$ cat config.mk
export PLATFORM = sky130hd
export DESIGN_NAME = act_timing_guard
export DESIGN_NICKNAME = d
export VERILOG_FILES = /design/src/rtl/agt_pkg.sv /design/src/rtl/agt_bank_track.sv /design/src/rtl/agt_faw_window.sv /design/src/rtl/act_timing_guard.sv
export SDC_FILE = /design/constraint.sdc
export NUM_CORES = 1
export LEC_CHECK = 0
export ABC_AREA = 1
export CELL_PAD_IN_SITES_DETAIL_PLACEMENT = 0
export CELL_PAD_IN_SITES_GLOBAL_PLACEMENT = 1
export CORE_MARGIN = 3
export CORE_UTILIZATION = 44
export CTS_CLUSTER_DIAMETER = 50
export CTS_CLUSTER_SIZE = 30
export DETAILED_ROUTE_END_ITERATION = 16
export DONT_BUFFER_PORTS = 1
export PLACE_DENSITY = 0.84
export SLEW_MARGIN = 30
export SYNTH_ARGS = -nofsm -noshare
export SYNTH_HDL_FRONTEND = slang
export SYNTH_SLANG_ARGS = --single-unit
$ cat constraint.sdc
create_clock -name clk -period 2.2 [get_ports clk]
set_input_delay 0.66 -clock clk [delete_from_list [all_inputs] [get_ports clk]]
set_output_delay 0.66 -clock clk [all_outputs]
set_load 0.02 [all_outputs]
$ cat src/rtl/agt_pkg.sv
package agt_pkg;
    typedef enum logic [2:0] {
        OP_NOP = 3'd0,
        OP_ACT = 3'd1,
        OP_RD  = 3'd2,
        OP_WR  = 3'd3,
        OP_PRE = 3'd4
    } agt_op_e;
endpackage

$ cat src/rtl/agt_bank_track.sv
module agt_bank_track #(
    parameter int CW    = 4,
    parameter int T_MAX = 15,
    parameter int T_RCD = 6,
    parameter int T_RC  = 15,
    parameter int T_RP  = 4
) (
    input  logic clk,
    input  logic rst_n,
    input  logic ev_act,
    input  logic ev_pre,
    input  logic ev_rw,
    output logic open_o,
    output logic act_ok_o,
    output logic rw_ok_o
);
    localparam logic [CW-1:0] SAT = CW'(T_MAX);

    typedef struct packed {
        logic          open;
        logic [CW-1:0] since_act;
        logic [CW-1:0] since_pre;
    } bank_st_t;

    bank_st_t st_d, st_q;

    always_comb begin
        st_d = st_q;
        if (st_q.since_act < SAT) st_d.since_act = st_q.since_act + 1'b1;
        if (st_q.since_pre < SAT) st_d.since_pre = st_q.since_pre + 1'b1;
        if (ev_act) begin
            st_d.open      = 1'b1;
            st_d.since_act = CW'(1);
        end
        if (ev_pre) begin
            st_d.open      = 1'b0;
            st_d.since_pre = CW'(1);
        end
    end

    always_ff @(posedge clk or negedge rst_n) begin
        if (!rst_n) begin
            st_q.open      <= 1'b0;
            st_q.since_act <= SAT;
            st_q.since_pre <= SAT;
        end else begin
            st_q <= st_d;
        end
    end

    assign open_o   = st_q.open;
    assign act_ok_o = !st_q.open && (st_q.since_act >= CW'(T_RC))
                      && (st_q.since_pre >= CW'(T_RP));
    assign rw_ok_o  = st_q.open && (st_q.since_act >= CW'(T_RCD));

    AST_RW_NEEDS_OPEN: assert property (@(posedge clk) disable iff (!rst_n)
        ev_rw |-> st_q.open);
    AST_RW_AFTER_RCD: assert property (@(posedge clk) disable iff (!rst_n)
        ev_rw |-> st_q.since_act >= CW'(T_RCD));
    AST_ACT_ONLY_CLOSED: assert property (@(posedge clk) disable iff (!rst_n)
        ev_act |-> !st_q.open);
    AST_ACT_AFTER_RC: assert property (@(posedge clk) disable iff (!rst_n)
        ev_act |-> st_q.since_act >= CW'(T_RC));
    AST_PRE_CLOSES: assert property (@(posedge clk) disable iff (!rst_n)
        ev_pre |=> !st_q.open);
    AST_ACT_AFTER_RP: assert property (@(posedge clk) disable iff (!rst_n)
        ev_act |-> st_q.since_pre >= CW'(T_RP));
endmodule

$ cat src/rtl/agt_faw_window.sv
module agt_faw_window #(
    parameter int CW     = 4,
    parameter int T_MAX  = 15,
    parameter int T_FAW  = 14,
    parameter int DEPTH  = 4
) (
    input  logic clk,
    input  logic rst_n,
    input  logic ev_act,
    output logic faw_ok_o
);
    localparam int PW = (DEPTH > 1) ? $clog2(DEPTH) : 1;
    localparam logic [CW-1:0] SAT  = CW'(T_MAX);
    localparam logic [PW-1:0] LAST = PW'(DEPTH - 1);

    typedef struct packed {
        logic [DEPTH-1:0][CW-1:0] age;
        logic [PW-1:0]            oldest;
    } faw_st_t;

    faw_st_t st_d, st_q;

    always_comb begin
        st_d = st_q;
        for (int i = 0; i < DEPTH; i++) begin
            if (st_q.age[i] < SAT) st_d.age[i] = st_q.age[i] + 1'b1;
        end
        if (ev_act) begin
            st_d.age[st_q.oldest] = CW'(1);
            st_d.oldest = (st_q.oldest == LAST) ? '0 : st_q.oldest + 1'b1;
        end
    end

    always_ff @(posedge clk or negedge rst_n) begin
        if (!rst_n) begin
            for (int i = 0; i < DEPTH; i++) st_q.age[i] <= SAT;
            st_q.oldest <= '0;
        end else begin
            st_q <= st_d;
        end
    end

    assign faw_ok_o = st_q.age[st_q.oldest] >= CW'(T_FAW);

    AST_FAW_LIMIT: assert property (@(posedge clk) disable iff (!rst_n)
        ev_act |-> st_q.age[st_q.oldest] >= CW'(T_FAW));
endmodule

$ cat src/rtl/act_timing_guard.sv
module act_timing_guard
    import agt_pkg::*;
#(
    parameter int NUM_BANKS = 8,
    parameter int BANK_IN_W = 4,
    parameter int ROW_W     = 14,
    parameter int T_RCD     = 6,
    parameter int T_RRD     = 3,
    parameter int T_RC      = 15,
    parameter int T_RP      = 4,
    parameter int T_FAW     = 14,
    parameter int FAW_ACTS  = 4
) (
    input  logic                 clk,
    input  logic                 rst_n,
    input  logic                 cmd_valid,
    input  logic [2:0]           cmd_op,
    input  logic [BANK_IN_W-1:0] cmd_bank,
    input  logic [ROW_W-1:0]     cmd_row,
    output logic                 grant,
    output logic                 iss_vld,
    output logic [2:0]           iss_op,
    output logic [BANK_IN_W-1:0] iss_bank,
    output logic [ROW_W-1:0]     iss_row
);
    localparam int T_M1  = (T_RC > T_RCD) ? T_RC : T_RCD;
    localparam int T_M2  = (T_M1 > T_RRD) ? T_M1 : T_RRD;
    localparam int T_M3  = (T_M2 > T_RP) ? T_M2 : T_RP;
    localparam int T_MAX = (T_M3 > T_FAW) ? T_M3 : T_FAW;
    localparam int CW    = $clog2(T_MAX + 1);
    localparam int BW    = (NUM_BANKS > 1) ? $clog2(NUM_BANKS) : 1;
    localparam logic [CW-1:0] SAT = CW'(T_MAX);

    typedef struct packed {
        logic [CW-1:0]        since_any_act;
        logic                 vld;
        logic [2:0]           op;
        logic [BANK_IN_W-1:0] bank;
        logic [ROW_W-1:0]     row;
    } top_st_t;

    top_st_t st_d, st_q;

    logic [NUM_BANKS-1:0] bank_open, bank_act_ok, bank_rw_ok;
    logic [NUM_BANKS-1:0] ev_act, ev_pre, ev_rw;
    logic                 faw_ok, rrd_ok, in_range, legal, any_act;
    logic [BW-1:0]        idx;

    assign in_range = cmd_bank < BANK_IN_W'(NUM_BANKS);
    assign idx      = cmd_bank[BW-1:0];
    assign rrd_ok   = st_q.since_any_act >= CW'(T_RRD);

    always_comb begin
        legal = 1'b0;
        case (cmd_op)
            3'(OP_NOP): legal = 1'b1;
            3'(OP_ACT): legal = in_range && bank_act_ok[idx] && rrd_ok && faw_ok;
            3'(OP_RD),
            3'(OP_WR):  legal = in_range && bank_rw_ok[idx];
            3'(OP_PRE): legal = in_range;
            default:    legal = 1'b0;
        endcase
    end

    assign grant   = cmd_valid && legal;
    assign any_act = grant && (cmd_op == 3'(OP_ACT));

    for (genvar b = 0; b < NUM_BANKS; b++) begin : g_bank
        logic hit;
        assign hit       = grant && in_range && (idx == BW'(b));
        assign ev_act[b] = hit && (cmd_op == 3'(OP_ACT));
        assign ev_pre[b] = hit && (cmd_op == 3'(OP_PRE));
        assign ev_rw[b]  = hit && ((cmd_op == 3'(OP_RD)) || (cmd_op == 3'(OP_WR)));

        agt_bank_track #(
            .CW(CW), .T_MAX(T_MAX), .T_RCD(T_RCD), .T_RC(T_RC), .T_RP(T_RP)
        ) u_bank (
            .clk(clk), .rst_n(rst_n),
            .ev_act(ev_act[b]), .ev_pre(ev_pre[b]), .ev_rw(ev_rw[b]),
            .open_o(bank_open[b]), .act_ok_o(bank_act_ok[b]), .rw_ok_o(bank_rw_ok[b])
        );
    end

    agt_faw_window #(
        .CW(CW), .T_MAX(T_MAX), .T_FAW(T_FAW), .DEPTH(FAW_ACTS)
    ) u_faw (
        .clk(clk), .rst_n(rst_n), .ev_act(any_act), .faw_ok_o(faw_ok)
    );

    always_comb begin
        st_d = st_q;
        if (st_q.since_any_act < SAT) st_d.since_any_act = st_q.since_any_act + 1'b1;
        if (any_act) st_d.since_any_act = CW'(1);
        st_d.vld  = grant && (cmd_op != 3'(OP_NOP));
        st_d.op   = cmd_op;
        st_d.bank = cmd_bank;
        st_d.row  = cmd_row;
    end

    always_ff @(posedge clk or negedge rst_n) begin
        if (!rst_n) begin
            st_q.since_any_act <= SAT;
            st_q.vld           <= 1'b0;
            st_q.op            <= '0;
            st_q.bank          <= '0;
            st_q.row           <= '0;
        end else begin
            st_q <= st_d;
        end
    end

    assign iss_vld  = st_q.vld;
    assign iss_op   = st_q.op;
    assign iss_bank = st_q.bank;
    assign iss_row  = st_q.row;

    AST_ACT_SPACING: assert property (@(posedge clk) disable iff (!rst_n)
        any_act |-> st_q.since_any_act >= CW'(T_RRD));
    AST_BAD_BANK: assert property (@(posedge clk) disable iff (!rst_n)
        (cmd_valid && !in_range && cmd_op != 3'(OP_NOP)) |-> !grant);
    AST_NO_GRANT_IDLE: assert property (@(posedge clk) disable iff (!rst_n)
        !cmd_valid |-> !grant);
    AST_ONE_EVENT: assert property (@(posedge clk) disable iff (!rst_n)
        $onehot0({ev_act, ev_pre, ev_rw}));
    AST_ISSUE_STROBE: assert property (@(posedge clk) disable iff (!rst_n)
        (grant && cmd_op != 3'(OP_NOP)) |=> (iss_vld && iss_op == $past(cmd_op)
            && iss_bank == $past(cmd_bank) && iss_row == $past(cmd_row)));
    AST_NO_STRAY_STROBE: assert property (@(posedge clk) disable iff (!rst_n)
        !(grant && cmd_op != 3'(OP_NOP)) |=> !iss_vld);
endmodule

======== Yosys cells after proc, flatten, opt, wreduce, memory -nomap -nowiden ========
Index checks and enable logic that the tools add are counted.
operators by class
  bitwise logic cells ..................... 3
  add/sub/neg operators ................... 22
  muxes and demuxes ....................... 57
  eq/ne operators ......................... 12
  reductions and logical operators ........ 94
  magnitude comparators ................... 51
operators by type and width
  operator               count
  $mux W4                32
  $lt A4 B4 Y1 const B   22
  $add A4 B1 Y4 const B  21
  $ge A4 B3 Y1 const B   16
  $logic_and A1 B1 Y1    57
  $reduce_bool A2 Y1     25
  $mux W5                8
  $ge A4 B4 Y1 const B   9
  $mux W18               1
  $eq A3 B3 Y1 const B   5
  $and A12 B12 Y12       1
  $eq A3 B2 Y1 const B   4
  $not A12 Y12           1
  $mux W1                10
  $bmux W4 S2            1
  $demux W4 S2           1
  $logic_not A1 Y1       8
  $bmux W1 S3            2
  $eq A3 B1 Y1 const B   2
  $logic_not A3 Y1       2
  $ge A4 B2 Y1 const B   1
  $lt A3 B4 Y1 const B   1
  $or A4 B4 Y4           1
  $pmux W1 S4            1
  7 further kinds        7
word-level totals
  output and inout port bits .............. 23
  register bits ........................... 116
  word-level logic and storage cells ...... 273
  input bits .............................. 24

======== Longest topological paths before layout ========
  depth in word-level cells ............... 15
  gate-level depth with buffers ........... 20
  gate-level depth less buffers ........... 19

======== By module ========
Synthesis repeated with hierarchy kept, for this count alone.
second synthesis, totals
  cells, all modules ...................... 783
  area total of the unflattened synthesis .. 6259.8 um^2
modules (own cells, without submodules)
  module            area each (um^2)  times used  cells each  seq. area each (um^2)
  agt_bank_track    483.0             8           60          235.2
  act_timing_guard  1378.8            1           177         655.6
  agt_faw_window    1017.2            1           126         470.5

======== Worst setup path after synthesis ========
No wires, ideal clock.
  path kind ............................... reg2out
  from .................................... register g_bank[0].u_bank.st_q[5] (netlist bit)
  to ...................................... output grant
  data required time ...................... 1.540 ns
  path buffers ............................ 0
  arrival ................................. 1.653 ns
  setup slack ............................. -0.113 ns
  cell stages (with the launch flop) ...... 16
  path through ............................ dfstp_2 ha_1 nand2_1 nor2_1 nand2_1 nand2_1 nand2_1 nor2_1 nand2_1 nand2_1 nand2_1 nand3_2 nand2_2 nand2_4 nand2_4 inv_4
between the ends
  word-level cells in the longest chain between the ends .. 10
  elaborated cells on any way between the ends .. 15
  those cells by class .................... order compare (2); mux (5); reduce/logical (8)
RTL lines
  what                              RTL line                RTL
  start, declared                   agt_bank_track.sv:25    bank_st_t st_d, st_q;
  start signal, assigned            agt_bank_track.sv:47    st_q <= st_d;
  $ge A4 B4 Y1                      agt_bank_track.sv:52    assign act_ok_o = !st_q.open && (st_q.since_act >= CW'(T_RC))
  $logic_and A1 B1 Y1               agt_bank_track.sv:52
  $logic_and A1 B1 Y1               agt_bank_track.sv:53    && (st_q.since_pre >= CW'(T_RP));
  $bmux W1 S3                       act_timing_guard.sv:57  3'(OP_ACT): legal = in_range && bank_act_ok[idx] && rrd_ok && faw_ok;
  $mux W1 (implied by the code)     act_timing_guard.sv:57
  $logic_and A1 B1 Y1 (3 in a row)  act_timing_guard.sv:57
  $pmux W1 S4 (*)                   act_timing_guard.sv:55  case (cmd_op)
  $logic_and A1 B1 Y1 (*)           act_timing_guard.sv:65  assign grant = cmd_valid && legal;
  end, declared                     act_timing_guard.sv:20  output logic grant,
Mark *: on every way between the ends. The rest lies on a longest branch, timed or not. The select of a mux whose other input is x is not followed.

======== Worst setup path in the final report ========
  from .................................... register g_bank[0].u_bank.st_q[4] (netlist bit)
  to ...................................... output grant
Same word-level chain as after synthesis.

==> reports/results.tsv <==
metric	value	unit
via count of the first global-routing pass	4833	
syn_nets	753	
pin count of the biggest net entering global routing	86	
initial antenna violation count	0	
synthesized area	6120	um^2
required time of the worst setup path	1.54	ns
average wire per cell in the routed design	14.7	um
Power per Cell Area	1520	nW/um^2
Detail Route Antenna Nets	0	
post-placement worst setup slack	-0.214	ns
Pwr Total	12.1	mW
number of inserted diodes	0	
wire length of the first global-routing pass	21.9	mm
Synth Instances	696	
slowest cell on the critical path	sky130_fd_sc_hd__dfstp_2	
Vias/cell	5.12	
CTS Root Cell	sky130_fd_sc_hd__clkbuf_16	
post-layout min period	2.80	ns
DP Wirelength	8.74	mm
Internal Power	7.75	mW
core region area	13400	um^2
final-report hold violation count	0	
worst IR drop on VDD	0.000940	V
H-tree depth reported by CTS	4	
share of total power in the clock network	0.223	
weighted congestion reported at the end of routability-driven placement	0.829	
distinct cell type count of the synthesized netlist	34	
crit end category	output pin	
class of the most critical setup path	flop to output pin	
total routing resource utilization after global routing	0.183	
Bufs on Longest Clock Path	2	
routed wire length	14.0	mm
DRC Markers	0	
Mean Syn Cell Area	8.79	um^2
number of nets in the final layout	821	
type of element launching the critical path	flop	
switching portion of total power	0.358	
CTS Sinks	116	
min-delay worst type	input port to asynchronous set/reset pin	
largest incremental delay on the critical path	0.58	ns
sequential fraction of design power	0.365	
worst reg2reg path endpoint	g_bank[6].u_bank.open_o	
starting utilization of the core area	0.457	
Clock Latency Late Sink	0.42	ns
aggregate negative setup slack	-4.04	ns
period utilisation layout	1.27	
net switching power of the design	4.31	mW
count of endpoints failing setup in the final report	75	
proportion of layout cells with a drive suffix above 1	0.393	
reg2reg start	g_bank[0].u_bank.st_q[5]	
worst clock skew	0.0125	ns
number of design-rule violations left by the first detailed-router iteration	270	
total die area	15400	um^2
Die W	124	um
leakage	3.53	nW
number of buffers created by CTS	17	
Worst R2R Setup Slack	-0.12	ns
number of cell rows	42	
number of cells traversed by the worst register-to-register path	16	
sequential fraction of the synthesis area	0.492	
total iterations of the first detailed-routing run	4	
Slew @ Worst Pin	0.433	ns
combinational share of power	0.412	
Die H	124	um
highest attainable clock frequency	0.357	GHz
Top-Level Pins	47	
number of maximum-capacitance constraint violations	0	
critical path peak fanout	4	
CP arrival	2.14	ns
TritonCTS clock tree	yes	
Critical Path, Cell by Cell	inv_1, ha_1, o21ai_2, nand2_1, nand2_1, a21oi_1, nand2_1, nand2_1, nand2_1, nand3_2, nand2_2, nand2_4, nand2_4, inv_6	
total via count in the routed design	4884	
status	finished, violations left	
critical path's most frequent cell	sky130_fd_sc_hd__nand2_1	
Max Transition Viols Final	0	
Layout area overhead	29.4	%
number of I/O port buffers	0	
Slew Limit Headroom	0.711	
Yosys warning count	0	
clock slew seen by the registers of the worst setup and hold paths	0.05	ns
RSZ-0062 raised after global routing	true	
failing checks	setup timing	
final worst setup slack	-0.597	ns
aggregate global routing overflow	0	
core occupancy in the finished layout	0.591	
post-synthesis sequential element count	116	
-- per-layer routing --
metal / vias to the layer above / global-route usage / routed length, um
met3: 16 / 0.0627 / 805
met4: 0 / 0.0527 / 154
li1: 2387 / - / -
met2: 110 / 0.321 / 7230
met5: - / 0 / 0
met1: 2371 / 0.213 / 5770
-- layout make-up --
class                   count  area [um^2]
fillers                  1111         5480
multi-input cells         483         3220
flip-flops and latches    116         3010
repair buffers             73          611
clock buffers              20          447
inverters                  73          279
well taps                 176          220
clock inverters            12          133
-- worst max-delay path, delay by kind of cell, from the launching register on --
kind / cells / cell delay [ns]
buffers and inverters: 2 / 0.12
AOI/OAI and AO/OA: 2 / 0.19
adders and majority gates: 1 / 0.20
DFF: 1 / 0.58
and+or+nand+nor: 9 / 0.62
-- Yosys cell counts, drive strengths merged --
cell type	n	area [um^2]
a21oi	37	185
a22oi	4	30.0
a31oi	2	12.5
and3	1	6.26
buf	23	174
clkbuf	2	7.51
clkinv	2	7.51
dfrtp	32	801
dfstp	84	2210
ha	33	413
inv	71	269
mux2i	5	50.1
nand2	128	508
nand3	62	320
nand4	8	50.1
nor2	111	432
nor3	2	10.0
o211ai	1	12.5
o21ai	37	189
o21bai	16	135
or2	3	18.8
xnor2	10	87.6
xor2	22	193
-- how the worst max path moves through the flow --
stage                                        start  endpoint  slack, ns  cells past startpoint
final                     g_bank[0].u_bank.st_q[4]     grant      -0.60                     14
after CTS                 g_bank[0].u_bank.st_q[4]     grant      -0.60                     14
after floorplan           g_bank[0].u_bank.st_q[5]     grant      -0.09                     15
after global routing      g_bank[1].u_bank.st_q[4]     grant      -0.73                     15
after detailed placement  g_bank[1].u_bank.st_q[4]     grant      -0.21                     14
after global placement    g_bank[1].u_bank.st_q[4]     grant      -0.18                     14
-- stage by stage --
step / cell area, um^2 / std cells / hold WS [ns]
2_1_floorplan: 6140 / 696 / 0.364
3_3_place_gp: 6550 / 896 / 0.368
3_5_place_dp: 6550 / 896 / 0.367
4_1_cts: 7390 / 942 / 0.0789
5_1_grt: 7920 / 953 / 0.0713
6_report: 7920 / 953 / 0.0709
-- power by group through the flow --
stage,registers [mW],logic [mW],clock network [mW]
finish,4.41,4.97,2.69
global route,4.53,5.63,2.86
CTS,4.31,4.30,2.74
detailed placement,4.32,4.06,0
global placement,4.25,3.83,0
floorplan,4.16,3.06,0
-- flip-flops by register name, summed over array words and instances, names as in the netlist --
register and cells:
iss_bank 4, st_q 4, u_faw.st_q 18, iss_op 3
g_bank.u_bank.st_q 64, iss_vld 1, iss_row 14, g_bank.u_bank.open_o 8
-- placed cells by master (no fill, tap or decap), drive strengths merged --
master | netlist | final
nand4 | 8 | 8
nor2 | 111 | 111
clkinvlp | 0 | 6
clkbuf | 2 | 20
buf | 23 | 73
ha | 33 | 33
mux2i | 5 | 5
xnor2 | 10 | 10
dfrtp | 32 | 32
o21ai | 37 | 37
dfstp | 84 | 84
clkinv | 2 | 6
nor3 | 2 | 2
nand2 | 128 | 129
xor2 | 22 | 22
a21oi | 37 | 37
or2 | 3 | 3
inv | 71 | 71
a31oi | 2 | 2
and3 | 1 | 1
o21bai | 16 | 16
a22oi | 4 | 4
o211ai | 1 | 1
bufinv | 0 | 2
nand3 | 62 | 62
-- what timing repair did --
item,4_1_cts,5_1_grt
cloned,1,0
setup endpoints to repair,95,96
hold buffers,1,0
endpoints found under the hold margin,32,0
resized for setup,42,104
pin swaps,25,28
setup buffers,14,11
-- kinds of logic (layout without fill, tap and decap cells) --
group / count (synthesis) / count (layout) / synth area share
adder cells (fa/ha/maj): 33 / 33 / 0.0675
AO/OA/AOI/OAI: 97 / 97 / 0.0922
flip-flops: 116 / 116 / 0.492
XOR/XNOR: 32 / 32 / 0.0458
multiplexers: 5 / 5 / 0.00818
buffers and inverters: 98 / 178 / 0.0748
AND/OR/NAND/NOR: 315 / 316 / 0.220
Power figures use the tool's default switching activity.
